`src/rtl/gcg_pkg.sv`:
```
`timescale 1ns/1ps
package gcg_pkg;
  localparam int CODE_OFF        = 0;
  localparam int CODE_EVERY_CLK  = 1;
  localparam int CODE_FIRST_EVT  = 2;
  localparam int CODE_LAST       = 43;
  localparam int ADDR_ENABLE     = 0;
  localparam int ADDR_SEL_BASE   = 1;
  localparam int ADDR_CNT_BASE   = 8;

  typedef enum logic {
    GRP_STOPPED = 1'b0,
    GRP_RUNNING = 1'b1
  } grp_state_e;
endpackage

```
`src/rtl/gcg_ctrl.sv`:
```
`timescale 1ns/1ps
module gcg_ctrl
  import gcg_pkg::*;
#(
  parameter int NUM_CTR = 5,
  parameter int SEL_W   = 8,
  parameter int ADDR_W  = 4
) (
  input  logic                            clk,
  input  logic                            rst,
  input  logic                            wr_en,
  input  logic [ADDR_W-1:0]               wr_addr,
  input  logic [SEL_W-1:0]                wr_data,
  output logic                            run_o,
  output logic                            clr_all_o,
  output logic                            go_o,
  output logic [NUM_CTR-1:0][SEL_W-1:0]   sel_o
);
  grp_state_e         state_q;
  logic               wr_enable;
  logic [NUM_CTR-1:0] wr_sel_vec;
  logic               any_sel_wr;

  assign wr_enable  = wr_en && (wr_addr == ADDR_W'(ADDR_ENABLE));
  assign any_sel_wr = |wr_sel_vec;

  for (genvar i = 0; i < NUM_CTR; i++) begin : g_sel
    assign wr_sel_vec[i] = wr_en && (wr_addr == ADDR_W'(ADDR_SEL_BASE + i));

    always_ff @(posedge clk) begin
      if (rst)                sel_o[i] <= SEL_W'(CODE_OFF);
      else if (wr_sel_vec[i]) sel_o[i] <= wr_data;
    end
  end

  always_ff @(posedge clk) begin
    if (rst)             state_q <= GRP_STOPPED;
    else if (wr_enable)  state_q <= wr_data[0] ? GRP_RUNNING : GRP_STOPPED;
    else if (any_sel_wr) state_q <= GRP_STOPPED;
  end

  assign run_o     = (state_q == GRP_RUNNING);
  assign clr_all_o = wr_enable && wr_data[0];
  assign go_o      = run_o && !wr_enable && !any_sel_wr;

  AST_SEL_WRITE_STOPS: assert property (@(posedge clk) disable iff (rst)
    any_sel_wr |=> !run_o);
  AST_START_RUNS: assert property (@(posedge clk) disable iff (rst)
    (wr_enable && wr_data[0]) |=> run_o);
endmodule

```
`src/rtl/gcg_evt_mux.sv`:
```
`timescale 1ns/1ps
module gcg_evt_mux
  import gcg_pkg::*;
#(
  parameter int SEL_W   = 8,
  parameter int NUM_EVT = CODE_LAST - CODE_FIRST_EVT + 1
) (
  input  logic [SEL_W-1:0]   sel_i,
  input  logic [NUM_EVT-1:0] evt_i,
  output logic               hit_o
);
  always_comb begin
    hit_o = 1'b0;
    if (sel_i == SEL_W'(CODE_EVERY_CLK)) hit_o = 1'b1;
    for (int k = 0; k < NUM_EVT; k++) begin
      if (sel_i == SEL_W'(k + CODE_FIRST_EVT)) hit_o = evt_i[k];
    end
  end
endmodule

```
`src/rtl/gcg_counter.sv`:
```
`timescale 1ns/1ps
module gcg_counter #(
  parameter int CTR_W = 32
) (
  input  logic             clk,
  input  logic             rst,
  input  logic             clr_i,
  input  logic             inc_i,
  output logic [CTR_W-1:0] cnt_o
);
  always_ff @(posedge clk) begin
    if (rst || clr_i) cnt_o <= '0;
    else if (inc_i)   cnt_o <= cnt_o + CTR_W'(1);
  end

  AST_ZERO_AFTER_CLEAR: assert property (@(posedge clk) disable iff (rst)
    clr_i |=> (cnt_o == '0));
  AST_HOLD_WITHOUT_INC: assert property (@(posedge clk) disable iff (rst)
    (!clr_i && !inc_i) |=> $stable(cnt_o));
  AST_STEP_BY_ONE: assert property (@(posedge clk) disable iff (rst)
    (!clr_i && inc_i) |=> (cnt_o == $past(cnt_o) + CTR_W'(1)));
endmodule

```
`src/rtl/gcg_counter_group.sv`:
```
`timescale 1ns/1ps
module gcg_counter_group
  import gcg_pkg::*;
#(
  parameter int NUM_CTR = 5,
  parameter int CTR_W   = 32,
  parameter int SEL_W   = 8,
  parameter int ADDR_W  = 4,
  parameter int DATA_W  = 32,
  parameter int NUM_EVT = CODE_LAST - CODE_FIRST_EVT + 1
) (
  input  logic               clk,
  input  logic               rst,
  input  logic [NUM_EVT-1:0] evt_i,
  input  logic               wr_en,
  input  logic [ADDR_W-1:0]  wr_addr,
  input  logic [SEL_W-1:0]   wr_data,
  input  logic               rd_en,
  input  logic [ADDR_W-1:0]  rd_addr,
  output logic [DATA_W-1:0]  rd_data,
  output logic               rd_valid
);
  logic                          run;
  logic                          clr_all;
  logic                          go;
  logic [NUM_CTR-1:0][SEL_W-1:0] sel;
  logic [NUM_CTR-1:0]            hit;
  logic [NUM_CTR-1:0][CTR_W-1:0] cnt;
  logic [DATA_W-1:0]             rd_mux;

  gcg_ctrl #(.NUM_CTR(NUM_CTR), .SEL_W(SEL_W), .ADDR_W(ADDR_W)) u_ctrl (
    .clk       (clk),
    .rst       (rst),
    .wr_en     (wr_en),
    .wr_addr   (wr_addr),
    .wr_data   (wr_data),
    .run_o     (run),
    .clr_all_o (clr_all),
    .go_o      (go),
    .sel_o     (sel)
  );

  for (genvar i = 0; i < NUM_CTR; i++) begin : g_ctr
    gcg_evt_mux #(.SEL_W(SEL_W), .NUM_EVT(NUM_EVT)) u_mux (
      .sel_i (sel[i]),
      .evt_i (evt_i),
      .hit_o (hit[i])
    );

    gcg_counter #(.CTR_W(CTR_W)) u_cnt (
      .clk   (clk),
      .rst   (rst),
      .clr_i (clr_all),
      .inc_i (go && hit[i]),
      .cnt_o (cnt[i])
    );

    AST_IDLE_CODE_FROZEN: assert property (@(posedge clk) disable iff (rst)
      (((sel[i] == SEL_W'(CODE_OFF)) || (sel[i] > SEL_W'(CODE_LAST))) && !clr_all)
      |=> $stable(cnt[i]));
  end

  always_comb begin
    rd_mux = '0;
    if (rd_addr == ADDR_W'(ADDR_ENABLE)) rd_mux = DATA_W'(run);
    for (int i = 0; i < NUM_CTR; i++) begin
      if (rd_addr == ADDR_W'(ADDR_SEL_BASE + i)) rd_mux = DATA_W'(sel[i]);
      if (rd_addr == ADDR_W'(ADDR_CNT_BASE + i)) rd_mux = DATA_W'(cnt[i]);
    end
  end

  always_ff @(posedge clk) begin
    if (rst) begin
      rd_valid <= 1'b0;
      rd_data  <= '0;
    end else begin
      rd_valid <= rd_en;
      if (rd_en) rd_data <= rd_mux;
    end
  end

  AST_READ_LATENCY: assert property (@(posedge clk) disable iff (rst)
    rd_en |=> rd_valid);
  AST_NO_STRAY_VALID: assert property (@(posedge clk) disable iff (rst)
    !rd_en |=> !rd_valid);
endmodule

```
`config.mk`:
```
export PLATFORM = sky130hd
export DESIGN_NAME = gcg_counter_group
export DESIGN_NICKNAME = d
export VERILOG_FILES = /design/src/rtl/gcg_pkg.sv /design/src/rtl/gcg_ctrl.sv /design/src/rtl/gcg_evt_mux.sv /design/src/rtl/gcg_counter.sv /design/src/rtl/gcg_counter_group.sv
export SDC_FILE = /design/constraint.sdc
export NUM_CORES = 1
export LEC_CHECK = 0
export BUFFER_PORTS_ARGS = -buffer_cell sky130_fd_sc_hd__buf_2
export CAP_MARGIN = 25
export CELL_PAD_IN_SITES_DETAIL_PLACEMENT = 0
export CELL_PAD_IN_SITES_GLOBAL_PLACEMENT = 1
export CORE_UTILIZATION = 35
export CTS_CLUSTER_DIAMETER = 40
export CTS_CLUSTER_SIZE = 25
export DETAILED_ROUTE_END_ITERATION = 6
export PLACE_DENSITY_LB_ADDON = 0.1
export REMOVE_ABC_BUFFERS = 1
export SYNTH_ARGS = -nofsm -noshare
export SYNTH_HDL_FRONTEND = slang
export SYNTH_SLANG_ARGS = --single-unit
```
`constraint.sdc`:
```
create_clock -name clk -period 3.8 [get_ports clk]
set_input_delay 0.57 -clock clk [delete_from_list [all_inputs] [get_ports clk]]
set_output_delay 0.57 -clock clk [all_outputs]
set_load 0.02 [all_outputs]
```
* Yosys cells after proc, flatten, opt, wreduce, memory -nomap -nowiden
Cells that the tools add are included.
** Operators by class
- Add/subtract/negate cells :: 5
- Eq/ne operators :: 230
- Muxes and demuxes :: 229
- Reductions and logical operators :: 21
** Operators with widths (number)
- 8-bit by 5-bit == test with 1-bit output, second input constant :: 80
- 8-bit by 6-bit == test with 1-bit output, second input constant :: 60
- 8-bit by 4-bit == test with 1-bit output, second input constant :: 40
- 32-bit 2-to-1 mux :: 10
- 1-bit 2-to-1 mux :: 219
- 32-bit by 1-bit adder with 32-bit output, second input constant :: 5
- 8-bit by 3-bit == test with 1-bit output, second input constant :: 20
- 8-bit by 2-bit == test with 1-bit output, second input constant :: 10
- 8-bit by 1-bit == test with 1-bit output, second input constant :: 5
- 4-bit == test, second input constant :: 5
- 4-bit by 2-bit == test with 1-bit output, second input constant :: 4
- 4-bit by 3-bit == test with 1-bit output, second input constant :: 4
- 1-bit logical AND :: 14
- 4-bit by 1-bit == test with 1-bit output, second input constant :: 2
- 4-bit logical NOT :: 2
- 5-bit OR reduction :: 1
- 1-bit logical NOT :: 2
- 2-bit nonzero test :: 1
- 1-bit logical OR :: 1
** Word-level totals
- Flip-flop bits (word level) :: 234
- Output and inout bits :: 33
- Logic and storage cells :: 498

* Longest topological paths before layout
Gate-level depths: netlist (run 1).
- Depth in word-level cells :: 45
- Mapped depth :: 13
- Gate-level depth less buffers :: 8

* Hierarchy
From an unflattened synthesis (run 1), not the netlist that was laid out.
** Second synthesis, totals
- Cells, all modules :: 1888
- Area total of the unflattened synthesis :: 16452.0 µm²
** By module, submodules not included
- gcg_counter :: instances 5, cells each 178, area an instance 1566.5 µm², sequential area each 640.6 µm²
- gcg_evt_mux :: instances 5, cells each 104, area an instance 780.7 µm², sequential area each 0.0 µm²
- gcg_counter_group :: instances 1, cells each 326, area an instance 2969.1 µm², sequential area each 660.6 µm²
- gcg_ctrl :: instances 1, cells each 152, area an instance 1746.7 µm², sequential area each 820.8 µm²

* Worst setup path before layout (run 1)
OpenSTA, ideal clock, no wires.
- Path kind :: reg2reg
- Start :: reg u_ctrl.sel_o[36] in the netlist's numbering
- End :: reg g_ctr[4].u_cnt.cnt_o[26]
- Arrival time :: 2775 ps
- Data required time :: 3728 ps
- Path slack :: 953 ps
- Cell stages (with the launch flop) :: 11
- Buffers on the path :: 2
- Period minus slack after synthesis :: 2847 ps
- Path through :: dfxtp_1 -> or4_4 -> or4_1 -> and3_4 -> o311ai_4 -> a211o_2 -> buf_6 -> nand2_2 -> buf_6 -> nor4_1 -> mux2i_1
** On the way
- Longest elaborated chain between the ends :: 45
** Ends and longest elaborated chain
- start: declaration :: line gcg_ctrl.sv:17 : output logic [NUM_CTR-1:0][SEL_W-1:0] sel_o
- start signal: indexed assignment :: line gcg_ctrl.sv:31 : if (rst) sel_o[i] <= SEL_W'(CODE_OFF);
- start signal: indexed assignment :: line gcg_ctrl.sv:32 : else if (wr_sel_vec[i]) sel_o[i] <= wr_data;
- 8-bit by 1-bit == test with 1-bit output :: line gcg_evt_mux.sv:14 : if (sel_i == SEL_W'(CODE_EVERY_CLK)) hit_o = 1'b1;
- 1-bit 2-to-1 mux :: line gcg_evt_mux.sv:14
- 1-bit 2-to-1 mux (41 in series) :: line gcg_evt_mux.sv:16 : if (sel_i == SEL_W'(k + CODE_FIRST_EVT)) hit_o = evt_i[k];
- 1-bit 2-to-1 mux * :: line gcg_evt_mux.sv:16
- 1-bit logical AND * :: line gcg_counter_group.sv:54 : .inc_i (go && hit[i]),
- end signal: assignment :: line gcg_counter.sv:13 : else if (inc_i) cnt_o <= cnt_o + CTR_W'(1);
- end: declaration :: line gcg_counter.sv:9 : output logic [CTR_W-1:0] cnt_o
Every way passes the cells marked *; elsewhere a longest branch is shown, timed or not.
A chain may end at the register's enable or synchronous reset.

* Final worst setup path (run 1)
- Start :: reg u_ctrl.sel_o[24] in the netlist's numbering
- End :: reg g_ctr[3].u_cnt.cnt_o[18]
** On the way
- Longest elaborated chain between the ends :: 45
** Ends and longest elaborated chain (line)
- 8-bit by 1-bit == test with 1-bit output :: gcg_evt_mux.sv:14
- 1-bit 2-to-1 mux :: gcg_evt_mux.sv:14
- 1-bit 2-to-1 mux (41 in series) :: gcg_evt_mux.sv:16
- 1-bit 2-to-1 mux * :: gcg_evt_mux.sv:16
- 1-bit logical AND * :: gcg_counter_group.sv:54
- end signal: assignment :: gcg_counter.sv:13
- end: declaration :: gcg_counter.sv:9
Marked as above.

==> results of run 1 <==
==> synth_stat cells, types with 10 or more instances <==
master,number
clkbuf_1,117
buf_1,10
o221ai_1,10
o21ai_0,62
and3_1,31
mux2_2,11
nand3_1,72
inv_1,50
or3_1,31
o21a_1,16
nand2b_1,48
a222oi_1,24
or4_1,60
nor3_1,41
buf_2,21
o31a_1,10
nand3b_1,12
and4_1,10
a31oi_1,18
nor4_1,30
nor2b_1,23
a211oi_1,10
a2111oi_0,10
a311oi_1,24
mux2i_1,96
nor2_1,156
o211ai_1,13
nand4_1,55
a21oi_1,139
o31ai_1,55
and2_1,13
nand2_1,134
a22oi_1,47
dfxtp_1,234
==> power breakdown <==
group / switching (mW) / total, mW / leakage (nW) / internal (mW)
combinational: 0.312 / 0.458 / 3.39 / 0.146
sequential: 0.0271 / 2.51 / 1.89 / 2.48
clock: 1.48 / 4.40 / 0.808 / 2.91
==> worst max-delay path, stage by stage (launching register included) <==
cell       delay, ps
dfxtp_1          850
inv_1            390
and3_1           250
nor4_1           590
nor3_1           150
a21oi_1          330
o2111ai_1        170
buf_4            230
or4_1            420
a21oi_1          140
==> cell usage in the layout, fill, tap and decap left out, types with 60 or more instances in the layout <==
master and n:
dfxtp_1 234, nor2_1 155, a21oi_1 139, nand2_1 133, mux2i_1 96, buf_2 94
nand3_1 72, o21ai_0 62, buf_4 62, or4_1 60
==> final cells by class <==
class                      instances  area share [%]
inverter                          50            1.06
timing repair buffer             162            5.89
multi-input combinational       1427            53.2
antenna                            1          0.0142
clock buffer                      55            7.12
clock inverter                    29            2.29
tap                              539            3.82
sequential                       234            26.6
==> through the flow <==
| stage | area [sq um] | total power [mW] |
|---|---|---|
| floorplan | 14200 | 2.75 |
| global placement | 16000 | 3.01 |
| detailed placement | 16000 | 3.00 |
| CTS | 17600 | 7.43 |
| global route | 17600 | 7.59 |
| finish | 17600 | 7.36 |
==> state kept, by name, indices dropped and copies added, names as in the netlist <==
name,cells
u_ctrl.run_o,1
rd_valid,1
u_ctrl.sel_o,40
g_ctr.u_cnt.cnt_o,160
rd_data,32
==> logic make-up (layout without fill, tap and decap cells) <==
logic type,Yosys count,in the layout,synth area share (%)
and+or+nand+nor,766,766,28.2
muxes,116,116,8.67
other,0,1,0
xor gates and xnor gates,18,18,1.06
AOI/OAI and AO/OA,522,522,24.6
DFF,234,234,31.6
adders and majority gates,5,5,0.421
buffers and inverters,202,296,5.49
==> per-layer routing <==
metal / wire length (microns) / vias to the layer above / global-route usage [%]
met1: 28900 / 7537 / 40.3
met3: 4040 / 104 / 4.47
met2: 25200 / 553 / 39.8
met4: 1730 / 0 / 8.45
met5: 0 / - / 0.445
li1: - / 7304 / -
==> how the worst max path moves through the flow <==
stage / start / end / slack, ps
floorplan: wr_en / g_ctr[0].u_cnt.cnt_o[5]$_SDFFE_PP0P_ / -690
global placement: u_ctrl.sel_o[24]$_SDFFE_PP0P_ / g_ctr[3].u_cnt.cnt_o[26]$_SDFFE_PP0P_ / 30
detailed placement: u_ctrl.sel_o[24]$_SDFFE_PP0P_ / g_ctr[3].u_cnt.cnt_o[18]$_SDFFE_PP0P_ / 270
CTS: u_ctrl.sel_o[24]$_SDFFE_PP0P_ / g_ctr[3].u_cnt.cnt_o[18]$_SDFFE_PP0P_ / 260
global route: u_ctrl.sel_o[24]$_SDFFE_PP0P_ / g_ctr[3].u_cnt.cnt_o[23]$_SDFFE_PP0P_ / 10
finish: u_ctrl.sel_o[24]$_SDFFE_PP0P_ / g_ctr[3].u_cnt.cnt_o[18]$_SDFFE_PP0P_ / 190
==> results by group, run 1 <==
Detailed routing
  – Antenna-violating nets left: 0
  – DRT iter0 DRCs: 1390
  – Avg WL per Cell: 24.0 microns
  – DRT Pass-1 Iters: 7
  – DR vias: 15.5k
  – Final wirelength: 59.9 mm
  – Via density: 6.21
  – DRC Markers: 1

Clocking
  – CTS clk-pin slew, worst paths: 50 ps
  – Postcts setup bufs: 0
  – Sink Count: 234
  – CTS resizes: 0
  – Clock Path Buffers: 3
  – CTS tree: built
  – CTS root buf: clkbuf_16
  – CTS buffer count: 46
  – Clock latency on the worst-skew pair: 570 ps
  – H-tree Lvls: 2
  – CTS Hold Bufs: 0

Timing
  – Crit share post-route: 95.1%
  – Slew headroom: 34.9%
  – Hold Vio Cnt, Final: 0
  – Final slew viol count: 0
  – Tmin final: 3610 ps
  – Final Skew: 12.8 ps
  – Worst hold margin: 338 ps
  – Least-Margin Pin Slew: 976 ps
  – RSZ-0062 raised after global routing: false
  – Worst Slack Setup Final: 186 ps
  – Fmax: 277 MHz
  – Setup_tns: 0 ps
  – Final setup fails: 0

Critical path
  – R2r worst-path depth: 9
  – Max FO, Critical Path: 23
  – Worst flop-to-flop path endpoint: g_ctr[3].u_cnt.cnt_o[18]$_SDFFE_PP0P_
  – CP Class: register to register
  – Reg2reg start: u_ctrl.sel_o[24]$_SDFFE_PP0P_
  – Data required, critical path: 4300 ps
  – Worst Path Arrival: 4110 ps
  – CP Capture Type: register
  – FF-to-FF setup slack: 190 ps
  – Worst setup SP type: register

Global routing
  – Vias in the first global route: 14.2k
  – First-pass GRT wire length: 90.7 mm
  – Largest net degree at the start of global routing: 78
  – Gr ovfl total: 0
  – GRT Overall Usage: 27.2%
  – Initial antenna violation count: 0

Synth
  – Synth async-reset ratio: 0%
  – Cell taking the most area after synthesis: dfxtp_1
  – Syn avg cell area: 7.97 sq um
  – Post-synth top area share: 31.6%
  – Top_reg_cell synth: dfxtp_1
  – Synthesis Warnings: 0
  – Number of flops mapped to enable cells by yosys: 0
  – Synth top area cells: dfxtp_1 32%, mux2i_1 6.5%, a21oi_1 4.7%
  – Synth Register Bits: 234
  – Yosys cell types: 83
  – Sequential area share after synthesis: 31.6%
  – Mapped Area: 14800 sq um
  – Cell count after synthesis: 1863

Power
  – Power Dens Cells: 417 nW/um^2
  – Worst IR Drop VDD: 0.326 mV
  – Static Leak: 6.09 nW

Placement
  – DP Cell Count: 2411
  – Dpl hpwl: 43.8 mm
  – IO Port Bufs: 94
  – Routability cong.: 0.926
  – Pre-CTS setup slack: 270 ps

Floorplanning
  – Die H: 208 microns
  – Initial Util: 35.5%
  – Core ar.: 41900 sq um
  – Cell Rows: 75
  – I/O Pins: 95
  – Full die area: 43200 sq um
  – Chip width: 208 microns

Outcome
  – Status: complete, but fails checks
  – Failing checks: design-rule violations

Final layout
  – Fillcell total: 4291
  – Fin nets: 1988
  – FF+latch area: 4680 sq um
  – Layout cells sized above 1: 15.1%
  – Multi-input gate area: 9390 sq um
  – Layout Cells excl Fill: 2497
  – Final Util: 42.2%
  – Synth-to-layout area growth: 18.9%

Min path
  – Hold Crit Class: input port to register
  – Worst hold stages: 3
  – Min-Delay Endpoint: u_ctrl.sel_o[26]$_SDFFE_PP0P_
  – HP Start: wr_data[2]

Job
  – Maxcap violations: 0
(Power assumes the default switching activity.)
==> run 2, diff against run 1 <==
- GPL_TIMING_DRIVEN: unset -> 0
==> run 2 against run 1 <==
The run now ends clean; maximum frequency shrank 0.97%; cell area is essentially flat; combinational power shrank 4%; critical path type unchanged; critical endpoint is now g_ctr[1].u_cnt.cnt_o[31]$_SDFFE_PP0P_; largest power group unchanged.
==> results by group, run 2 (same netlist as run 1, synthesis figures left out) <==
Critical path
  – Max FO, Critical Path: 18 (-22%)
  – Slowest Stage Delay on Critical Path: 820 ps (-30 ps)
  – Worst Path Arrival: 4150 ps (+40 ps)
  – Reg2reg start: u_ctrl.sel_o[8]$_SDFFE_PP0P_
  – Data required, critical path: 4300 ps (about the same)
  – Most frequent CP cell: a21oi_1
  – R2r worst-path depth: 8 (-1)
  – CP Class: register to register
  – CP Capture Type: register
  – Slowest-stage cell, CP: dfxtp_1
  – FF-to-FF setup slack: 150 ps (-40 ps)
  – Worst flop-to-flop path endpoint: g_ctr[1].u_cnt.cnt_o[31]$_SDFFE_PP0P_
  – CP cell instances: inv_1 -> a21oi_1 -> o21ai_0 -> a31oi_1 -> o211ai_1 -> buf_4 -> or4_1 -> a21oi_1
  – Worst setup SP type: register

Placement
  – Pre-CTS setup slack: -83.7 ps (-353 ps)
  – Routability cong.: 0.934 (+0.78%)
  – DP Cell Count: 2367 (-1.8%)
  – Dpl hpwl: 40.8 mm (-7.0%)
  – IO Port Bufs: 94 (unchanged)

Timing
  – Setup_tns: 0 ps (unchanged)
  – Worst Slack Setup Final: 151 ps (-35.4 ps)
  – Final setup fails: 0 (unchanged)
  – RSZ-0062 raised after global routing: false
  – Final slew viol count: 0 (unchanged)
  – Slew headroom: 31.1% (-3.8 points)
  – Crit share post-route: 96.0% (+0.93 points)
  – Final Skew: 26.5 ps (+13.8 ps)
  – Least-Margin Pin Slew: 1030 ps (+54.3 ps)
  – Fmax: 274 MHz (-0.97%)
  – Hold Vio Cnt, Final: 0 (unchanged)
  – Tmin final: 3650 ps (+35.4 ps)

Floorplanning
  – Initial Util: 35.5% (unchanged)
  – Cell Rows: 75 (unchanged)
  – Chip width: 208 microns (unchanged)
  – Full die area: 43200 sq um (unchanged)
  – Core ar.: 41900 sq um (unchanged)
  – I/O Pins: 95 (unchanged)
  – Die H: 208 microns (unchanged)

Power
  – Static Leak: 5.96 nW (-2.2%)
  – Power Dens Cells: 417 nW/um^2 (about the same)
  – Tot Pwr: 7.36 mW (about the same)
  – Worst IR Drop VDD: 0.279 mV (-14%)

Detailed routing
  – Via density: 6.18 (-0.45%)
  – DR vias: 15.2k (-2.0%)
  – DRC Markers: 0 (-1)
  – Antenna-violating nets left: 0 (unchanged)
  – Final wirelength: 56.8 mm (-5.2%)
  – Avg WL per Cell: 23.1 microns (-3.7%)
  – DRT iter0 DRCs: 1313 (-5.5%)
  – DRT Pass-1 Iters: 7 (unchanged)

Final layout
  – Final Util: 42.1% (about the same)
  – Antenna fix cells: 0 (-1)
  – Register with the most flip-flops: g_ctr.u_cnt.cnt_o
  – Layout Cells excl Fill: 2458 (-1.6%)
  – Fin nets: 1947 (-2.1%)
  – Leading registers by flop count: g_ctr.u_cnt.cnt_o (160), u_ctrl.sel_o (40), rd_data (32)
  – Max FFs per register: 160 (unchanged)
  – Commonest cells after routing, fill and taps aside: 227 x dfxtp_1, 154 x nor2_1, 139 x a21oi_1
  – Commonest non-fill, non-tap cell in the layout: dfxtp_1
  – Synth-to-layout area growth: 18.7% (about the same)
  – Layout cells sized above 1: 14.1% (-1.0 points)

Clocking
  – Clock Path Buffers: 3 (unchanged)
  – Sink Count: 234 (unchanged)
  – CTS clk-pin slew, worst paths: 60 ps (about the same)
  – CTS tree: built
  – H-tree Lvls: 2 (unchanged)
  – CTS root buf: clkbuf_16
  – Postcts setup bufs: 0 (unchanged)
  – Clock latency on the worst-skew pair: 590 ps (+20 ps)
  – CTS buffer count: 47 (+2.2%)
  – CTS Hold Bufs: 0 (unchanged)

Job
  – Maxcap violations: 0 (unchanged)

Global routing
  – Largest net degree at the start of global routing: 77 (-1.3%)
  – Gr ovfl total: 0 (unchanged)
  – Initial antenna violation count: 0 (unchanged)
  – Vias in the first global route: 14.1k (-0.92%)
  – First-pass GRT wire length: 86.4 mm (-4.8%)
  – GRT Overall Usage: 25.8% (-1.4 points)

Min path
  – Hold Crit Class: input port to register
  – HP Start: wr_data[3]
  – Min-Delay Endpoint: u_ctrl.sel_o[3]$_SDFFE_PP0P_
  – Worst hold stages: 3 (unchanged)

Outcome
  – Status: finished, final reports clean
run 2: cell count changes in the layout (fill, tap and decap cells not counted), sizes merged:
cell      delta
clkinv       +2
clkinvlp     +4
diode        -1
clkbuf       +2
bufinv       -2
buf         -42
inv          -2
run 2: worst max-delay path: cells and delay by family, from the launching register on:
kind / cells / cell delay, ps
compound gates: 5 / 1500
flops: 1 / 820
simple gates: 1 / 510
buf+inv: 2 / 740
run 2: worst max-delay path by stage:
stage | from | to | slack, ps | cells after the start
2_1_floorplan | wr_en | g_ctr[0].u_cnt.cnt_o[5]$_SDFFE_PP0P_ | -690 | 6
3_5_place_dp | u_ctrl.sel_o[9]$_SDFFE_PP0P_ | g_ctr[1].u_cnt.cnt_o[31]$_SDFFE_PP0P_ | -80 | 9
3_3_place_gp | wr_en | g_ctr[1].u_cnt.cnt_o[21]$_SDFFE_PP0P_ | -3470 | 7
6_report | u_ctrl.sel_o[8]$_SDFFE_PP0P_ | g_ctr[1].u_cnt.cnt_o[31]$_SDFFE_PP0P_ | 150 | 8
5_1_grt | u_ctrl.sel_o[35]$_SDFFE_PP0P_ | g_ctr[4].u_cnt.cnt_o[31]$_SDFFE_PP0P_ | 2 | 8
4_1_cts | u_ctrl.sel_o[18]$_SDFFE_PP0P_ | g_ctr[2].u_cnt.cnt_o[28]$_SDFFE_PP0P_ | 5 | 8
run 2: per-stage QoR:
stage	cell area [sq um]	hold slack (ps)
after floorplan	14200	446
after global placement	15400	453
after detailed placement	15800	461
after CTS	17500	295
after global routing	17600	317
final	17600	318
run 2: power breakdown:
part / internal, mW / total [mW] / switching, mW / leakage (nW)
Clock: 2.86 / 4.41 / 1.54 / 0.804
Combinational: 0.144 / 0.441 / 0.298 / 3.26
Sequential: 2.48 / 2.51 / 0.0314 / 1.89
Total: 5.49 / 7.36 / 1.87 / 5.96
run 2: cell type report:
type                    instances  area [sq um]
repair buffers                120           952
fillers                      4214         24200
multi-input cells            1427          9420
inverters                      50           188
clock buffers                  57          1290
clock inverters                31           399
well taps                     539           674
flip-flops and latches        234          4690
run 2: metal layers:
| metal | part of all wire [%] | vias up | GRT usage [%] |
|---|---|---|---|
| li1 | - | 7235 | - |
| met1 | 48 | 7381 | 37.6 |
| met2 | 43 | 491 | 39.0 |
| met3 | 6.9 | 81 | 4.63 |
| met4 | 2.0 | 0 | 6.56 |
| met5 | 0 | - | 0 |
run 2: what timing repair did:
action                                  4_1_cts  5_1_grt
gates resized for setup                       2        9
pin swaps                                     0        0
endpoints found under the setup margin       14       50
